`src/rtl/mash_il_pkg.sv`:
```
package mash_il_pkg;

  localparam int unsigned DEF_IN_W   = 16;
  localparam int unsigned DEF_FRAC_W = 12;
  localparam int unsigned DEF_CODE_W = 4;

  // Limit an integer code sum to the representable range 0..hi
  function automatic int clamp_code(input int v, input int hi);
    if (v < 0)       return 0;
    else if (v > hi) return hi;
    else             return v;
  endfunction

endpackage

```
`src/rtl/mash_la_accum.sv`:
```
// Look-ahead error-feedback accumulator: both phase updates come from the
// state held at the start of the clock.
module mash_la_accum #(
  parameter int unsigned W = 12
) (
  input  logic         clk,
  input  logic         rst,
  input  logic [W-1:0] add_e,
  input  logic [W-1:0] add_o,
  output logic         cy_e,
  output logic         cy_o,
  output logic [W-1:0] res_e,
  output logic [W-1:0] res_o
);

  logic [W-1:0] st_q;
  logic [W:0]   sum_e;
  logic [W+1:0] sum_o;

  always_comb begin
    sum_e = {1'b0, st_q} + {1'b0, add_e};
    sum_o = {2'b00, st_q} + {2'b00, add_e} + {2'b00, add_o};
    res_e = sum_e[W-1:0];
    res_o = sum_o[W-1:0];
    cy_e  = sum_e[W];
    // total overflow count is cy_e + cy_o (0..2); recover the odd share
    cy_o  = sum_o[W] ^ sum_e[W];
  end

  always_ff @(posedge clk) begin
    if (rst) st_q <= '0;
    else     st_q <= res_o;
  end

endmodule

```
`src/rtl/mash_cancel.sv`:
```
// Noise cancellation: coarse + c1 + c2[n] - c2[n-1], clamped.
module mash_cancel
  import mash_il_pkg::*;
#(
  parameter int unsigned MSB_W  = 4,
  parameter int unsigned CODE_W = 4
) (
  input  logic              clk,
  input  logic              rst,
  input  logic [MSB_W-1:0]  msb_e,
  input  logic [MSB_W-1:0]  msb_o,
  input  logic              c1_e,
  input  logic              c1_o,
  input  logic              c2_e,
  input  logic              c2_o,
  output logic [CODE_W-1:0] y_e,
  output logic [CODE_W-1:0] y_o
);

  localparam int CODE_MAX = (2 ** CODE_W) - 1;

  logic c2_last_q;
  int   raw_e, raw_o;

  always_comb begin
    raw_e = int'(msb_e) + int'(c1_e) + int'(c2_e) - int'(c2_last_q);
    raw_o = int'(msb_o) + int'(c1_o) + int'(c2_o) - int'(c2_e);
    y_e   = CODE_W'(clamp_code(raw_e, CODE_MAX));
    y_o   = CODE_W'(clamp_code(raw_o, CODE_MAX));
  end

  always_ff @(posedge clk) begin
    if (rst) c2_last_q <= 1'b0;
    else     c2_last_q <= c2_o;
  end

endmodule

```
`src/rtl/mash_therm.sv`:
```
module mash_therm #(
  parameter int unsigned CODE_W = 4,
  parameter int unsigned LINES  = (2 ** CODE_W) - 1
) (
  input  logic [CODE_W-1:0] code,
  output logic [LINES-1:0]  lines
);

  for (genvar i = 0; i < LINES; i++) begin : g_line
    assign lines[i] = (code > CODE_W'(i));
  end

endmodule

```
`src/rtl/mash_il2.sv`:
```
module mash_il2
  import mash_il_pkg::*;
#(
  parameter int unsigned IN_W   = DEF_IN_W,
  parameter int unsigned FRAC_W = DEF_FRAC_W,
  parameter int unsigned CODE_W = DEF_CODE_W
) (
  input  logic                     clk,
  input  logic                     rst,
  input  logic [IN_W-1:0]          din_even,
  input  logic [IN_W-1:0]          din_odd,
  output logic [CODE_W-1:0]        code_even,
  output logic [CODE_W-1:0]        code_odd,
  output logic [(2**CODE_W)-2:0]   therm_even,
  output logic [(2**CODE_W)-2:0]   therm_odd
);

  localparam int unsigned MSB_W = IN_W - FRAC_W;
  localparam int unsigned LINES = (2 ** CODE_W) - 1;
  localparam int unsigned NPH   = 2;

  logic              c1_e, c1_o, c2_e, c2_o;
  logic [FRAC_W-1:0] e1_e, e1_o;
  logic [FRAC_W-1:0] s2_res_e_unused, s2_res_o_unused;

  logic [NPH-1:0][CODE_W-1:0] code_nx;
  logic [NPH-1:0][LINES-1:0]  therm_nx;
  logic [NPH-1:0][CODE_W-1:0] code_q;
  logic [NPH-1:0][LINES-1:0]  therm_q;

  mash_la_accum #(.W(FRAC_W)) u_stage1 (
    .clk   (clk),
    .rst   (rst),
    .add_e (din_even[FRAC_W-1:0]),
    .add_o (din_odd[FRAC_W-1:0]),
    .cy_e  (c1_e),
    .cy_o  (c1_o),
    .res_e (e1_e),
    .res_o (e1_o)
  );

  mash_la_accum #(.W(FRAC_W)) u_stage2 (
    .clk   (clk),
    .rst   (rst),
    .add_e (e1_e),
    .add_o (e1_o),
    .cy_e  (c2_e),
    .cy_o  (c2_o),
    .res_e (s2_res_e_unused),
    .res_o (s2_res_o_unused)
  );

  mash_cancel #(.MSB_W(MSB_W), .CODE_W(CODE_W)) u_cancel (
    .clk   (clk),
    .rst   (rst),
    .msb_e (din_even[IN_W-1 -: MSB_W]),
    .msb_o (din_odd[IN_W-1 -: MSB_W]),
    .c1_e  (c1_e),
    .c1_o  (c1_o),
    .c2_e  (c2_e),
    .c2_o  (c2_o),
    .y_e   (code_nx[0]),
    .y_o   (code_nx[1])
  );

  for (genvar p = 0; p < NPH; p++) begin : g_phase
    mash_therm #(.CODE_W(CODE_W), .LINES(LINES)) u_therm (
      .code  (code_nx[p]),
      .lines (therm_nx[p])
    );

    always_ff @(posedge clk) begin
      if (rst) begin
        code_q[p]  <= '0;
        therm_q[p] <= '0;
      end else begin
        code_q[p]  <= code_nx[p];
        therm_q[p] <= therm_nx[p];
      end
    end
  end

  assign code_even  = code_q[0];
  assign code_odd   = code_q[1];
  assign therm_even = therm_q[0];
  assign therm_odd  = therm_q[1];

endmodule

```
`config.mk`:
```
export PLATFORM = sky130hd
export DESIGN_NAME = mash_il2
export DESIGN_NICKNAME = d
export VERILOG_FILES = /design/src/rtl/mash_il_pkg.sv /design/src/rtl/mash_la_accum.sv /design/src/rtl/mash_cancel.sv /design/src/rtl/mash_therm.sv /design/src/rtl/mash_il2.sv
export SDC_FILE = /design/constraint.sdc
export NUM_CORES = 1
export LEC_CHECK = 0
export ABC_AREA = 1
export BUFFER_PORTS_ARGS = -buffer_cell sky130_fd_sc_hd__buf_2
export CORE_MARGIN = 2
export CORE_UTILIZATION = 50
export DETAILED_ROUTE_END_ITERATION = 8
export PLACE_DENSITY = 0.68
export SLEW_MARGIN = 20
export SYNTH_ARGS = -nofsm -noshare
export SYNTH_HDL_FRONTEND = slang
export SYNTH_HIERARCHICAL = 1
export SYNTH_SLANG_ARGS = --single-unit
```
`constraint.sdc`:
```
create_clock -name clk -period 17.8 [get_ports clk]
set_input_delay 1.78 -clock clk [delete_from_list [all_inputs] [get_ports clk]]
set_output_delay 1.78 -clock clk [all_outputs]
set_load 0.1 [all_outputs]
```
### Word level (Yosys, flattened, before mapping)

Index checks and enable logic that the tools add are counted.

* add/subtract/negate cells: 12
* magnitude comparators: 34
* mux-type cells: 4
* bitwise gates (word level): 2

Operator list (number)
* $add 32x2->32: 2
* $gt 32x5->1 const B: 2
* $lt 32x1->1 const B: 2
* $sub 32x2->32: 2
* $gt 4x4->1 const B: 14
* $add 12x12->13: 4
* $gt 4x3->1 const B: 8
* $add 13x12->13: 2
* $gt 4x1->1 const B: 4
* $gt 4x2->1 const B: 4
* $mux 4: 4
* $add 4x1->5: 2
* $xor 1x1->1: 2

* bits in registers: 63
* input port bits: 34
* word-level logic and storage cells: 59

### Longest topological paths before layout

Gate-level depths: netlist (run 1).

* depth in word-level cells: 10
* depth in mapped cells: 39
* depth with buffers taken out: 39

### Hierarchy

Netlist (run 1), hierarchy kept.

Modules (own cells, without submodules)
* mash_la_accum: times used 2, cells an instance 269, area an instance 1813.0 µm², sequential area each 240.2 µm²
* mash_il2: times used 1, cells an instance 118, area an instance 1084.8 µm², sequential area each 760.7 µm²
* mash_cancel: times used 1, cells an instance 92, area an instance 576.8 µm², sequential area each 20.0 µm²
* mash_therm: times used 2, cells an instance 26, area an instance 115.1 µm², sequential area each 0.0 µm²

### Worst setup path after synthesis (run 1)

No wires, ideal clock.

* path type: input port to flip-flop
* start: in din_even[1]
* end: reg therm_q, in the netlist therm_odd[10]
* setup time: 64 ps
* arrival time: 6750 ps
* required time: 17736 ps
* slack: 10987 ps
* stages: 34
* path buffers: 0
* cell sequence: fa_1 ha_1 inv_1 fa_1 inv_1 nand3_1 nand3_1 nand4_1 nand3_1 nand2_1 fa_1 ha_1 nand2_1 nand2_1 a21oi_1 nand3_1 nand2_1 nand3_1 nand2_1 inv_1 ha_1 fa_1 inv_1 fa_1 nand2_1 nand2_1 nand3_1 nand2_1 nor2_1 nor2_1 inv_1 a21oi_2 inv_1 nor2_1

RTL lines
* start: declaration: line mash_il2.sv:10 `input logic [IN_W-1:0] din_even,`
* end signal: indexed assignment: line mash_il2.sv:78 `therm_q[p] <= therm_nx[p];`
* end: declaration: line mash_il2.sv:29 `logic [NPH-1:0][LINES-1:0] therm_q;`

==> results of run 1 <==
placed cells by master (no fill, tap or decap), types with 4 or more instances in the layout:
master,instances
inv_1,163
nand2_1,155
nor2_1,108
buf_2,70
dfxtp_1,63
ha_1,55
nand3_1,47
fa_1,32
a21oi_1,23
xnor2_1,11
nand4_1,10
clkbuf_8,9
xor2_1,9
a21oi_2,8
nand2_2,6
o21bai_1,6
o21ai_0,5
o21ai_2,4
and2_1,4
a21o_1,4
flip-flops by register name, summed over array words and instances, names as in the netlist:
register	count
u_cancel/c2_last_q	1
u_stage1/st_q	12
therm_odd	15
therm_even	15
code_odd	4
code_even	4
u_stage2/st_q	12
critical path, delay by kind of cell:
family | cells | cell delay (ns)
and+or+nand+nor | 18 | 1.81
AOI/OAI and AO/OA | 1 | 0.14
xor gates and xnor gates | 1 | 0.19
buffers and inverters | 8 | 0.77
adders and majority gates | 8 | 2.79
per-stage QoR:
| stage | cell area, µm² | util (%) | hold slack [ns] |
|---|---|---|---|
| after floorplan | 5197 | - | 0.5759 |
| final | 5868 | 57.62 | 0.6225 |
| after global routing | 5868 | 57.62 | 0.6675 |
| after CTS | 5866 | 57.59 | 0.6276 |
| after detailed placement | 5669 | 55.66 | 0.6160 |
| after global placement | 5669 | 55.66 | 0.5882 |
worst paths after layout:
| check | start | end | slack (ns) | cells past startpoint |
|---|---|---|---|---|
| worst max-delay path | din_even[1] | therm_odd[10] | 10.62 | 36 |
| worst min-delay path | u_stage2/st_q[0] | u_stage2/st_q[0] | 0.62 | 3 |
| worst min register to register | u_stage2/st_q[0] | u_stage2/st_q[0] | 0.62 | 3 |
| worst max register to register | u_stage1/st_q[1] | therm_odd[10] | 11.88 | 35 |
cell type report:
class / instances / area [µm²] / share of cell area [%]
multi-input combinational: 499 / 3263 / 55.61
sequential: 63 / 1261 / 21.49
inverter: 165 / 619.3 / 10.55
timing repair buffer: 71 / 357.8 / 6.098
tap: 136 / 170.2 / 2.900
clock buffer: 9 / 123.9 / 2.111
clock inverter: 7 / 72.57 / 1.237
layer usage:
metal	share of wire, %	vias to the layer above
met3	3.2	12
met4	1.2	0
li1	-	2378
met2	48	67
met1	47	2091
met5	0	-
==> results.tsv, run 1 <==
stage	metric	value	unit
run_status	status	finished clean	
clock_tree	clock buffer depth	2	
hold_path	HP Class	reg -> reg	
sta	Final min period	7.181	ns
global_route	GRT met3 Usage	4.169	%
clock_tree	CTS sink cnt	63	
final_layout	Fillers	999	
yosys	synth warn	6	
route	residual DRC count	0	
floorplan	die height	106.0	µm
setup_path	CP endpoint kind	flop	
setup_path	CP Class	in -> reg	
setup_path	CP max stage delay	0.54	ns
run	number of max-cap violations	0	
floorplan	core area	10180	µm²
sta	Rel. slew slack	54.87	%
global_route	vias in the first global route	4284	
place	pre-CTS worst setup slack	10.31	ns
route	wirelength, routed	10.85	mm
route	drt wl/cell	11.42	µm
global_route	GRT busiest layer	met2	
final_layout	Antenna diodes	0	
clock_tree	CTS Buf Count	9	
setup_path	Startpoint Class	input pin	
final_layout	Area Growth Syn to Fin	12.90	%
route	initial DRC count	167	
clock_tree	Skew-Pair Late Insertion Delay	0.36	ns
sta	RSZ-0062 raised after global routing	no	
clock_tree	Root Buffer	clkbuf_8	
global_route	first-pass GRT wire length	18.63	mm
final_layout	share of layout cells above drive strength 1	13.88	%
global_route	met2 GRT Util	35.07	%
sta	worst-margin pin slew	0.6770	ns
yosys	Mean Syn Cell Area	7.071	µm²
place	routability cong.	0.9269	
setup_path	crit path DAT	7.47	ns
sta	setup TNS	0	ns
sta	Final Hold Viols	0	
clock_tree	CTS tree	yes	
yosys	Post-Synthesis Cells	735	
global_route	gr usage total	20.69	%
floorplan	row cnt	37	
sta	Slew Viols, Final	0	
sta	# setup viols final	0	
sta	Tcrit/Tclk final	40.34	%
floorplan	die area	11230	µm²
global_route	largest net degree at the start of global routing	64	
setup_path	CP Max Fanout	7	
floorplan	Die X	106.0	µm
place	Placed Instances	934	
route	vias per cell	4.787	
global_route	initial antenna violation count	0	
clock_tree	post-CTS sizing	0	
sta	Worst Skew	0.01086	ns
route	Via Count	4548	
sta	Max Fclk	139.2	MHz
floorplan	Initial Util	51.03	%
sta	Setup WS post-layout	10.62	ns
yosys	mapped cell area	5197	µm²
yosys	post-synth net total	856	
setup_path	CP required	18.09	ns
route	Antenna Nets Post-Route	0	
place	I/O Buffers	71	
floorplan	I/O pin cnt	72	
global_route	Remaining Overflow, GRT	0	
route	DRT Pass-1 Iters	5	
setup_path	slowest CP cell	fa_1	
clock_tree	Reg clk slew, reported paths	0.07	ns
final_layout	non-filler instance count after layout	950	
global_route	met1 Use GR	27.17	%
final_layout	Final #Nets	930	
place	dpl hpwl	9.082	mm
setup_path	Top cell by count, worst path	nand2_1	
clock_tree	setup bufs post-CTS	0	
clock_tree	post-cts hold buffer count	0	
clock_tree	Max H-tree Level	3	
Power of run 1 is not shown: default switching activity piles up to over one toggle a cycle in this logic, so the estimate is an artifact.
==> run 2: changes to the inputs <==
Settings changed: ABC_AREA 1 to 0, PLACE_DENSITY 0.68 to 0.7.
Clock period 17.8 ns to 6 ns, I/O delays scaled along.
==> results.tsv, run 2 <==
stage	metric	value	unit	change
run_status	status	finished, violations left		was finished clean
run_status	failing checks	setup timing		
route	vias per cell	5.016		was 4.787
route	initial DRC count	169		was 167
route	DRT Pass-1 Iters	4		was 5
sta	Slew Viols, Final	0		unchanged
final_layout	Area Growth Syn to Fin	31.02	%	was 12.90%
clock_tree	clock buffer depth	2		unchanged
final_layout	Final Util	67.87	%	was 57.62%
setup_path	Startpoint Class	input pin		unchanged
setup_path	Crit path max-delay family	adder cells		unchanged
yosys	post-synth net total	657		was 856
floorplan	Initial Util	51.80	%	was 51.03%
setup_path	CP required	6.20	ns	was 18.09 ns
clock_tree	CTS Buf Count	9		unchanged
final_layout	most frequent cells in the layout	102 x buf_4, 69 x buf_2, 63 x dfxtp_1		was 163 x inv_1, 155 x nand2_1, 108 x nor2_1
sta	# setup viols final	19		was 0
final_layout	share of layout cells above drive strength 1	38.13	%	was 13.88%
setup_path	CP Buf/Inv Count	4		was 8
clock_tree	CTS sink cnt	63		unchanged
floorplan	die area	11050	µm²	was 11,230 µm²
global_route	largest net degree at the start of global routing	47		was 64
route	residual DRC count	0		unchanged
global_route	first-pass GRT wire length	19.74	mm	was 18.63 mm
sta	Tcrit/Tclk final	108.8	%	
yosys	mapped cell area	5110	µm²	was 5197 µm²
setup_path	slowest CP cell	fa_1		unchanged
yosys	synth warn	6		unchanged
clock_tree	post-cts hold buffer count	0		unchanged
setup_path	CP endpoint kind	flop		unchanged
final_layout	Antenna diodes	0		unchanged
final_layout	Final #Nets	832		was 930
sta	Worst Skew	0.01280	ns	was 0.01086 ns
floorplan	row cnt	36		was 37
final_layout	most common cell after layout, fill and taps aside	buf_4		was inv_1
sta	worst-margin pin slew	0.8196	ns	was 0.6770 ns
global_route	gr usage total	21.97	%	was 20.69%
global_route	Remaining Overflow, GRT	0		unchanged
yosys	Post-Synthesis Cells	536		was 735
sta	RSZ-0062 raised after global routing	yes		was no
clock_tree	Root Buffer	clkbuf_8		unchanged
sta	Final Hold Viols	0		unchanged
setup_path	Top cell by count, worst path	fa_2		was nand2_1
place	dpl hpwl	9.225	mm	was 9.082 mm
floorplan	core area	9864	µm²	was 10,180 µm²
route	Antenna Nets Post-Route	0		unchanged
setup_path	CP Class	in -> reg		unchanged
route	drt wl/cell	13.81	µm	was 11.42 µm
sta	Max Fclk	153.3	MHz	
clock_tree	CTS tree	yes		unchanged
hold_path	hold depth	2		was 3
route	Via Count	4259		was 4,548
run	number of max-cap violations	0		unchanged
floorplan	I/O pin cnt	72		unchanged
global_route	vias in the first global route	4364		was 4,284
route	wirelength, routed	11.73	mm	was 10.85 mm
setup_path	crit path DAT	6.73	ns	was 7.47 ns
place	pre-CTS worst setup slack	-0.9692	ns	was 10.31 ns
floorplan	die height	105.1	µm	was 106.0 µm
setup_path	CP max stage delay	0.54	ns	about the same
clock_tree	Max H-tree Level	3		unchanged
setup_path	number of cells on the critical path	28		was 36
sta	Rel. slew slack	45.36	%	was 54.87%
global_route	initial antenna violation count	0		unchanged
setup_path	depth of the worst register-to-register path	27		was 35
final_layout	Fillers	770		was 999
clock_tree	Skew-Pair Late Insertion Delay	0.35	ns	was 0.36 ns
setup_path	CP Max Fanout	8		was 7
clock_tree	Reg clk slew, reported paths	0.08	ns	was 0.07 ns
yosys	Mean Syn Cell Area	9.533	µm²	was 7.071 µm²
floorplan	Die X	105.1	µm	was 106.0 µm
hold_path	HP Class	in -> reg		was reg -> reg
sta	Setup WS post-layout	-0.5251	ns	was 10.62 ns
place	I/O Buffers	71		unchanged
sta	Final min period	6.525	ns	
place	routability cong.	0.8969		was 0.9269
[run 2: worst register-to-register path, cell delays in order (launching register included)]
cell and delay [ns]:
dfxtp_1 0.33, fa_1 0.50, ha_2 0.19, inv_2 0.04, fa_2 0.34, nor2b_2 0.13, o21ai_2 0.07, a21oi_2 0.22
o41ai_1 0.11, xnor2_1 0.29, fa_1 0.52, ha_4 0.31, nor2_1 0.08, o31ai_4 0.24, o32ai_2 0.11, a21o_1 0.16
a211o_1 0.23, xor2_1 0.13, inv_1 0.09, ha_4 0.27, fa_2 0.20, inv_2 0.04, fa_2 0.33, a211o_1 0.32
o21a_2 0.16, maj3_2 0.38, or3_1 0.38, nor2b_1 0.13
[run 2: worst paths after layout]
| kind | startpoint | to | slack [ns] |
|---|---|---|---|
| worst max-delay path | din_even[1] | therm_odd[1] | -0.53 |
| worst min-delay path | rst | u_stage1/st_q[3] | 0.61 |
| worst max register to register | u_stage1/st_q[1] | therm_odd[1] | -0.45 |
| worst min register to register | u_stage2/st_q[0] | u_stage2/st_q[0] | 0.62 |
[run 2: cell type report]
cell class | instances | area (µm²) | share of cell area (%)
Clock buffer | 10 | 127.6 | 1.906
Inverter | 63 | 236.5 | 3.532
Sequential cell | 63 | 1261 | 18.84
Multi-Input combinational cell | 393 | 3615 | 53.99
Clock inverter | 6 | 61.31 | 0.9157
Timing Repair Buffer | 181 | 1227 | 18.33
Tap cell | 133 | 166.4 | 2.486
[run 2: what timing repair did]
action | 4_1_cts | 5_1_grt
setup buffers | 14 | 3
cloned | 0 | 0
setup endpoints to repair | 19 | 19
gates resized for setup | 27 | 11
pin swaps | 6 | 12
[run 2: per-stage QoR]
step | std cells | setup TNS [ns] | cell area [µm²] | hold WS (ns)
2_1_floorplan | 536 | -4.717 | 5152 | 0.5759
3_3_place_gp | 816 | -11.52 | 6233 | 0.5904
3_5_place_dp | 816 | -15.26 | 6233 | 0.6093
4_1_cts | 846 | -6.810 | 6623 | 0.5745
5_1_grt | 849 | -14.38 | 6695 | 0.6015
6_report | 849 | -7.809 | 6695 | 0.6115
[run 2: per-layer routing]
layer  vias up  GRT usage (%)  wire length [µm]
met4         0          7.143               142
met3        16          4.180               452
met5         -              0                 0
li1       2139              -                 -
met2        94          37.89              5846
met1      2010          27.57              5285
Power of run 2 is left out for the same reason.
